**config.mk**
```make
export PLATFORM = sky130hd
export DESIGN_NAME = fsu_status_unit
export DESIGN_NICKNAME = d
export VERILOG_FILES = /design/src/rtl/fsu_pkg.sv /design/src/rtl/fsu_exc_eval.sv /design/src/rtl/fsu_mode_decode.sv /design/src/rtl/fsu_status_reg.sv /design/src/rtl/fsu_status_unit.sv
export SDC_FILE = /design/constraint.sdc
export NUM_CORES = 1
export LEC_CHECK = 0
export BUFFER_PORTS_ARGS = -buffer_cell sky130_fd_sc_hd__buf_2
export CELL_PAD_IN_SITES_DETAIL_PLACEMENT = 1
export CELL_PAD_IN_SITES_GLOBAL_PLACEMENT = 1
export CORE_AREA = 2 2 77 79
export CTS_CLUSTER_SIZE = 12
export DETAILED_ROUTE_END_ITERATION = 8
export DIE_AREA = 0 0 79 81
export PLACE_DENSITY = 0.8
export SETUP_SLACK_MARGIN = 0.1
export SLEW_MARGIN = 20
export SYNTH_ARGS = -nofsm -noshare
export SYNTH_HDL_FRONTEND = slang
export SYNTH_SLANG_ARGS = --single-unit
```
**constraint.sdc**
```tcl
create_clock -name clk -period 2.45 [get_ports clk]
set_input_delay 0.1225 -clock clk [delete_from_list [all_inputs] [get_ports clk]]
set_output_delay 0.1225 -clock clk [all_outputs]
set_load 0.05 [all_outputs]
```
**src/rtl/fsu_pkg.sv**
```systemverilog
package fsu_pkg;
  localparam int STAT_W   = 32;
  localparam int NEXC     = 5;
  localparam int EN_LSB   = 0;
  localparam int FLAG_LSB = 27;
  localparam int D_BIT    = 5;
  localparam int T_BIT    = 6;
  localparam int RM_LSB   = 9;
  localparam int RM_W     = 2;
  localparam int NMODES   = 1 << RM_W;
  localparam int C_BIT    = 26;

  typedef enum int {
    EX_INVALID  = 0,
    EX_DIVZERO  = 1,
    EX_OVERFLOW = 2,
    EX_UNDERFLW = 3,
    EX_INEXACT  = 4
  } exc_idx_e;

  typedef enum logic [RM_W-1:0] {
    RND_NEAREST = 2'd0,
    RND_ZERO    = 2'd1,
    RND_POSINF  = 2'd2,
    RND_NEGINF  = 2'd3
  } rnd_e;
endpackage

```
**src/rtl/fsu_exc_eval.sv**
```systemverilog
module fsu_exc_eval
  import fsu_pkg::*;
(
  input  logic [NEXC-1:0]   enables_i,
  input  logic [NEXC-1:0]   exc_i,
  output logic              trap_hit_o,
  output logic [STAT_W-1:0] xword_o,
  output logic [STAT_W-1:0] sticky_o
);
  logic [NEXC-1:0] hit;
  logic [NEXC-1:0] miss;
  logic            collapse;

  assign hit        = exc_i & enables_i;
  assign miss       = exc_i & ~enables_i;
  assign trap_hit_o = |hit;
  assign collapse   = hit[EX_OVERFLOW] | hit[EX_UNDERFLW];

  // Exceptions map onto flag positions one to one.
  genvar g;
  generate
    for (g = 0; g < STAT_W; g++) begin : g_map
      if (g >= FLAG_LSB && g < FLAG_LSB + NEXC) begin : g_flag
        assign sticky_o[g] = miss[g-FLAG_LSB];
      end else begin : g_zero
        assign sticky_o[g] = 1'b0;
      end
    end
  endgenerate

  always_comb begin
    xword_o = '0;
    if (trap_hit_o) begin
      if (collapse) begin
        xword_o[C_BIT]                = 1'b1;
        xword_o[FLAG_LSB+EX_OVERFLOW] = 1'b1;
      end else begin
        xword_o[FLAG_LSB +: NEXC] = hit;
      end
    end
  end
endmodule

```
**src/rtl/fsu_mode_decode.sv**
```systemverilog
module fsu_mode_decode
  import fsu_pkg::*;
(
  input  logic [RM_W-1:0]   rm_field_i,
  input  logic              flush_bit_i,
  output logic [NMODES-1:0] rnd_onehot_o,
  output logic              ftz_en_o
);
  genvar m;
  generate
    for (m = 0; m < NMODES; m++) begin : g_mode
      assign rnd_onehot_o[m] = (rm_field_i == RM_W'(m));
    end
  endgenerate

  assign ftz_en_o = flush_bit_i;
endmodule

```
**src/rtl/fsu_status_reg.sv**
```systemverilog
module fsu_status_reg
  import fsu_pkg::*;
(
  input  logic              clk,
  input  logic              rst_n,
  input  logic              sw_we,
  input  logic [STAT_W-1:0] sw_data,
  input  logic              op_done,
  input  logic              trap_hit_i,
  input  logic [STAT_W-1:0] xword_i,
  input  logic [STAT_W-1:0] sticky_i,
  output logic [STAT_W-1:0] status_q,
  output logic [STAT_W-1:0] xword_q,
  output logic              trap_q
);
  logic [STAT_W-1:0] status_d;
  logic [STAT_W-1:0] xword_d;
  logic              trap_d;

  always_comb begin
    status_d = status_q;
    xword_d  = xword_q;
    trap_d   = 1'b0;
    if (sw_we) begin
      status_d = sw_data;
    end else if (op_done) begin
      status_d = status_q | sticky_i;
      if (trap_hit_i) status_d[T_BIT] = 1'b1;
      xword_d = xword_i;
      trap_d  = trap_hit_i;
    end
  end

  always_ff @(posedge clk or negedge rst_n) begin
    if (!rst_n) begin
      status_q <= '0;
      xword_q  <= '0;
      trap_q   <= 1'b0;
    end else begin
      status_q <= status_d;
      xword_q  <= xword_d;
      trap_q   <= trap_d;
    end
  end
endmodule

```
**src/rtl/fsu_status_unit.sv**
```systemverilog
module fsu_status_unit
  import fsu_pkg::*;
(
  input  logic              clk,
  input  logic              rst_n,
  input  logic              sw_we,
  input  logic [STAT_W-1:0] sw_data,
  input  logic              op_done,
  input  logic [NEXC-1:0]   op_exc,
  output logic [STAT_W-1:0] status_o,
  output logic [STAT_W-1:0] excword_o,
  output logic              trap_req_o,
  output logic [NMODES-1:0] rnd_mode_o,
  output logic              ftz_en_o
);
  logic              trap_hit;
  logic [STAT_W-1:0] xword_nxt;
  logic [STAT_W-1:0] sticky;

  fsu_exc_eval u_eval (
    .enables_i (status_o[EN_LSB +: NEXC]),
    .exc_i     (op_exc),
    .trap_hit_o(trap_hit),
    .xword_o   (xword_nxt),
    .sticky_o  (sticky)
  );

  fsu_status_reg u_reg (
    .clk       (clk),
    .rst_n     (rst_n),
    .sw_we     (sw_we),
    .sw_data   (sw_data),
    .op_done   (op_done),
    .trap_hit_i(trap_hit),
    .xword_i   (xword_nxt),
    .sticky_i  (sticky),
    .status_q  (status_o),
    .xword_q   (excword_o),
    .trap_q    (trap_req_o)
  );

  fsu_mode_decode u_mode (
    .rm_field_i  (status_o[RM_LSB +: RM_W]),
    .flush_bit_i (status_o[D_BIT]),
    .rnd_onehot_o(rnd_mode_o),
    .ftz_en_o    (ftz_en_o)
  );
endmodule

```
==> impl_metrics.tcl, run 1 <==
set metrics [dict create \
    status "completed" \
    drt_iter0_markers 28 \
    synth_cells 148 \
    min_to "u_reg.status_q[2]" \
    die_h_um 81 \
    crit_required_ns 2.33 \
    cts_inserted_buffers 5 \
    r2r_slack_ns 1.25 \
    design_area_um2 2240 \
    diodes 0 \
    die_area_um2 6400 \
    yosys.area_share.simple 0.0675 \
    cp_max_fo 6 \
    yosysMostFrequentCell "dfrtp_1" \
    switching_share 0.383 \
    critical-path-max-stage-delay_ns 0.43 \
    rows 28 \
    clockRootBuffer "clkbuf_8" \
    worstSetupEndpointType "output pin" \
    drv_cap 0 \
    synth-compound-area-share 0.0938 \
    power_density_nw_per_um2 789 \
    wl_per_cell_um 12.7 \
    overflow 0 \
    place_hpwl_mm 3.11 \
    crit_chain "nor2b_1, buf_2" \
    tns_ns 0 \
    gp_congestion 0.749 \
    dpl-instance-area_um2 2130 \
    fin_crit_ns 1.25 \
    synth_xor_area_frac 0 \
    clkTransAtPathRegs_ns 0.07 \
    final-hold-violation-count 0 \
    hold_class "input pin to flip-flop" \
    syn_avg_cell_area_um2 11.9 \
    cts_resized 0 \
    r2r-end "u_reg.status_q[6]" \
    cts_tree "built" \
    dieWidth_um 79 \
    vdd_drop_max_mv 0.300 \
    slowest_stage "dfrtp_1" \
    groute.usage.overall 0.122 \
    totalWireLength_mm 3.92 \
    ys_warn_count 0 \
    path_class "flip-flop to output pin" \
    synth_commonest_cells "dfrtp_1 (39), buf_4 (27), mux2_2 (21)" \
    synth_seq_cells 39 \
    async_flop_share 1.00 \
    clock_latency_ns 0.27 \
    r2r.worst_path.cells 3 \
    htreeDepth 2 \
    r2r_start "u_reg.status_q[2]" \
    pwr-share-comb 0.326 \
    grt_pass1_vias 1275 \
    yosysUniqueCellTypes 22 \
    worstHoldPathCells 3 \
    synth_area_um2 1760 \
    antenna_found_initial 0 \
    arrival_ns 1.13 \
    hold_slack_ns 0.0604 \
    synth_top_family_by_area "buffers and inverters" \
    grt_pass1_wl_mm 6.04 \
    route.detailed.drc 0 \
    clk_path_buf_depth 2 \
    synth_edf_count 0 \
    yosysTopAreaCellShare 0.554 \
    fmax_ghz 0.802 \
    postRouteAntennaNets 0 \
    viasPerCell 4.21 \
    io_pins 111 \
    clock_power_share 0.254 \
    min-delay-start "sw_data[2]" \
    slew_violations 0 \
    drive_gt1_frac 0.496 \
    cp-start-kind "flip-flop" \
    yosysSeqAreaShare 0.554 \
    p_sw_uw 677 \
    internal_power_mw 1.09 \
    clock-sinks 39 \
    coreArea_um2 5680 \
    synth_ff_type "dfrtp_1" \
    final_nets 274 \
    synthMuxAreaShare 0.134 \
    yosysTopAreaCell "dfrtp_1" \
    fin_crit_sh 0.509 \
    route.vias.total 1300 \
    rsz0062_at_grt "false" \
    synthTopCellsByArea "dfrtp_1 (55%), mux2_2 (13%), buf_4 (12%)" \
    yosys.area_share.adder 0 \
    port_buffers 84 \
    power_frac_seq 0.420 \
    setup_viol 0 \
    dr.pass1.iters 3 \
    fin_worst_skew_ns 0.00491 \
    start_util 0.310 \
    syn2layout_area_growth_pct 27.4 \
    grt_max_degree 40 \
    relSlewSlack 0.430 \
    worst_pin_slew_ns 0.855 \
    leakagePower_nw 1.16 \
]
-- how the worst max path moves through the flow --
stage | start | end | slack, ns | cells after the start
final | u_reg.status_q[10] | rnd_mode_o[2] | 1.20 | 2
after global routing | u_reg.status_q[10] | rnd_mode_o[2] | 1.15 | 2
after CTS | u_reg.status_q[10] | rnd_mode_o[2] | 1.19 | 2
after detailed placement | sw_we | u_reg.status_q[18] | 1.07 | 3
after global placement | sw_we | u_reg.status_q[11] | 1.14 | 3
after floorplan | u_reg.status_q[10] | rnd_mode_o[2] | 0.88 | 1
-- metal layers --
layer	track usage	wire (µm)	vias up
li1	-	-	610
met1	0.138	1530	630
met2	0.223	2040	56
met3	0.0267	295	4
met4	0.0517	57	0
met5	0	0	-
-- cell type report --
class | count | area (µm²)
inverter | 5 | 18.8
sequential | 39 | 976
fill | 690 | 3430
tap | 75 | 93.8
multi-input combinational | 96 | 618
clock buffer | 8 | 100
timing repair buffer | 86 | 438
-- layout by cell type (no fill, tap or decap), types with 2 or more instances in the layout --
master    instances
o21ai_0          10
mux2_2           21
conb_1           26
nand2_1          17
a31oi_1           5
clkbuf_8          7
nor2b_1           4
and2_1            2
o21a_1            2
inv_1             5
dfrtp_1          39
buf_2            84
o31ai_1           3
-- state kept, by name, summed over array words and instances, names as in the netlist --
register        cells
u_reg.status_q     32
u_reg.trap_q        1
u_reg.xword_q       6
-- critical path, delay by kind of cell (launching register included) --
kind | cells | cell delay, ns
buffers and inverters | 1 | 0.27
flip-flops | 1 | 0.43
AND/OR/NAND/NOR | 1 | 0.16
-- what timing repair did --
action	4_1_cts	5_1_grt
hold buffers	1	0
endpoints found under the hold margin	39	0
setup buffers	0	0
-- cells by family (layout without fill, tap and decap cells) --
family,Yosys count,in the layout
buffers and inverters,38,99
and+or+nand+nor,25,25
AOI/OAI and AO/OA,24,24
other,1,26
DFF,39,39
muxes,21,21
-- power by group through the flow --
stage | sequential (mW) | combinational [mW] | clock (mW)
after floorplan | 0.981 | 0.245 | 0
after global placement | 0.754 | 0.572 | 0
after detailed placement | 0.758 | 0.580 | 0
after CTS | 0.745 | 0.582 | 0.474
after global routing | 0.753 | 0.607 | 0.499
final | 0.744 | 0.577 | 0.449
-- metrics by stage --
| step | power, mW | setup slack [ns] | instances | util |
|---|---|---|---|---|
| floorplan | 1.23 | 0.884 | 173 | - |
| detailed placement | 1.34 | 1.07 | 300 | 0.376 |
| global placement | 1.33 | 1.14 | 300 | 0.376 |
| CTS | 1.80 | 1.19 | 309 | 0.396 |
| global route | 1.86 | 1.15 | 309 | 0.396 |
| finish | 1.77 | 1.20 | 309 | 0.396 |
No activity file was read; power rests on OpenSTA's default activity.
==> inputs of run 2 (changes only) <==
--- a/config.mk
+++ b/config.mk
@@ -8,11 +8,11 @@
 export BUFFER_PORTS_ARGS = -buffer_cell sky130_fd_sc_hd__buf_2
 export CELL_PAD_IN_SITES_DETAIL_PLACEMENT = 1
 export CELL_PAD_IN_SITES_GLOBAL_PLACEMENT = 1
-export CORE_AREA = 2 2 77 79
+export CORE_AREA = 2 2 83 85
 export CTS_CLUSTER_SIZE = 12
 export DETAILED_ROUTE_END_ITERATION = 8
-export DIE_AREA = 0 0 79 81
-export PLACE_DENSITY = 0.8
+export DIE_AREA = 0 0 85 87
+export PLACE_DENSITY = 0.73
 export SETUP_SLACK_MARGIN = 0.1
 export SLEW_MARGIN = 20
 export SYNTH_ARGS = -nofsm -noshare
==> constraint.sdc (replaced) <==
create_clock -name clk -period 1 [get_ports clk]
set_input_delay 0.05 -clock clk [delete_from_list [all_inputs] [get_ports clk]]
set_output_delay 0.05 -clock clk [all_outputs]
set_load 0.05 [all_outputs]
==> impl_metrics.tcl, run 2 (synthesis results as in run 1) <==
set metrics [dict create \
    route.vias.total 1548 \
    wl_per_cell_um 15.6 \
    path_class "flip-flop to output pin" \
    regMostFlops "u_reg.status_q" \
    final_common_cell "buf_2" \
    setup_viol 18 \
    diodes 0 \
    r2r-end "u_reg.status_q[6]" \
    dr.pass1.iters 2 \
    min-delay-start "sw_data[3]" \
    port_buffers 84 \
    fin_crit_sh 1.17 \
    reg.largest.list "u_reg.status_q x32, u_reg.xword_q x6, u_reg.trap_q x1" \
    drv_cap 0 \
    register_area_um2 1020 \
    place_hpwl_mm 3.30 \
    coreArea_um2 6570 \
    cts_tree "built" \
    hold_class "input pin to flip-flop" \
    start_util 0.268 \
    critical-path-max-stage-delay_ns 0.52 \
    total_power_mw 5.13 \
    groute.usage.overall 0.153 \
    multiInputGateArea_um2 746 \
    fin_worst_skew_ns 0.00363 \
    dieWidth_um 85 \
    fin_crit_ns 1.17 \
    cts_inserted_buffers 5 \
    fin_ws_ns -0.172 \
    nFillCells 684 \
    drt_iter0_markers 66 \
    dpl-instance-area_um2 2300 \
    totalWireLength_mm 5.67 \
    fmax_ghz 0.853 \
    min_to "u_reg.status_q[3]" \
    rows 30 \
    final_cell_mix "buf_2 (40), dlygate4sd3_1 (30), buf_8 (30)" \
    slew_violations 0 \
    critPathBufInv 1 \
    htreeDepth 2 \
    viasPerCell 4.26 \
    grt_pass1_wl_mm 8.75 \
    power_density_nw_per_um2 1540 \
    clock-sinks 39 \
    hold_slack_ns 0.00453 \
    clock_latency_ns 0.28 \
    rsz0062_at_grt "true" \
    syn2layout_area_growth_pct 88.6 \
    largest_reg_flops 32 \
    grt_max_degree 40 \
    route.detailed.drc 0 \
    slowest_stage "dfrtp_4" \
    status "finished, violations left" \
    vdd_drop_max_mv 0.792 \
    leakagePower_nw 1.52 \
    final_nets 323 \
    antenna_found_initial 0 \
    violations "setup timing" \
    die_area_um2 7400 \
    r2r_start "u_reg.status_q[2]" \
    crit_chain "and2_4, buf_6" \
    cp_top_family "flip-flops" \
    clk_path_buf_depth 2 \
    postRouteAntennaNets 0 \
    crit_required_ns 0.95 \
    final_util 0.506 \
    cp-start-kind "flip-flop" \
    clockRootBuffer "clkbuf_8" \
    worstSetupEndpointType "output pin" \
    final-hold-violation-count 0 \
    r2r_slack_ns -0.14 \
    gp_congestion 0.703 \
    clkTransAtPathRegs_ns 0.08 \
    io_pins 111 \
    drive_gt1_frac 0.661 \
    r2r.worst_path.cells 3 \
    arrival_ns 1.12 \
    grt_pass1_vias 1730 \
    worstHoldPathCells 3 \
    overflow 0 \
    cp_max_fo 5 \
    die_h_um 87 \
    design_area_um2 3320 \
]
run 2: cell count changes in the layout (fill, tap and decap cells not counted), moves of 23 or more:
| cell | delta |
|---|---|
| buf_2 | -44 |
| dfrtp_1 | -31 |
| buf_8 | +30 |
| dfrtp_2 | +29 |
| dlygate4sd3_1 | +29 |
| buf_6 | +23 |
run 2: layout make-up:
cell class	instances	share of cell area
clock buffers	7	0.0260
clock inverters	1	0.00151
flip-flops and latches	39	0.307
inverters	5	0.00866
well taps	80	0.0301
repair buffers	135	0.402
multi-input cells	96	0.224
run 2: how the worst max path moves through the flow:
| stage | from | end | slack [ns] | cells after the start |
|---|---|---|---|---|
| after floorplan | u_reg.status_q[2] | u_reg.status_q[6] | -0.21 | 3 |
| after global placement | u_reg.status_q[2] | u_reg.status_q[6] | -0.1 | 3 |
| after detailed placement | u_reg.status_q[2] | u_reg.status_q[6] | -0.14 | 3 |
| after CTS | u_reg.status_q[10] | rnd_mode_o[3] | -0.18 | 2 |
| after global routing | u_reg.status_q[10] | rnd_mode_o[3] | -0.20 | 2 |
| final | u_reg.status_q[10] | rnd_mode_o[3] | -0.17 | 2 |
run 2: stage by stage:
step                instances  TNS (ns)  worst slack [ns]
floorplan                 173    -0.559            -0.212
global placement          314    -0.126           -0.0973
detailed placement        314    -0.220            -0.138
CTS                       356     -1.22            -0.181
global route              363     -2.09            -0.205
finish                    363     -1.41            -0.172
run 2: power breakdown:
group	switching [mW]	internal, mW	total (mW)
logic	1.24	0.872	2.11
clock network	0.549	0.557	1.11
registers	0.158	1.76	1.92
run 2: what timing repair did:
| action | in CTS | in global routing |
|---|---|---|
| buffers inserted | 5 | 6 |
| hold buffers | 29 | 1 |
| pin swaps | 10 | 8 |
| hold endpoints to repair | 67 | 1 |
| resized for setup | 127 | 29 |
| endpoints found under the setup margin | 54 | 61 |
run 2: worst reg2reg max path, cell delays in order (launching register included):
cell,delay (ns)
dfrtp_2,0.44
a22oi_2,0.20
a41oi_2,0.14
a211o_1,0.25
run 2: per-layer routing:
layer | track usage | part of all wire | vias up
li1 | - | - | 710
met1 | 0.159 | 0.35 | 776
met2 | 0.293 | 0.59 | 54
met3 | 0.0313 | 0.037 | 8
met4 | 0.0722 | 0.021 | 0
met5 | 0 | 0 | -
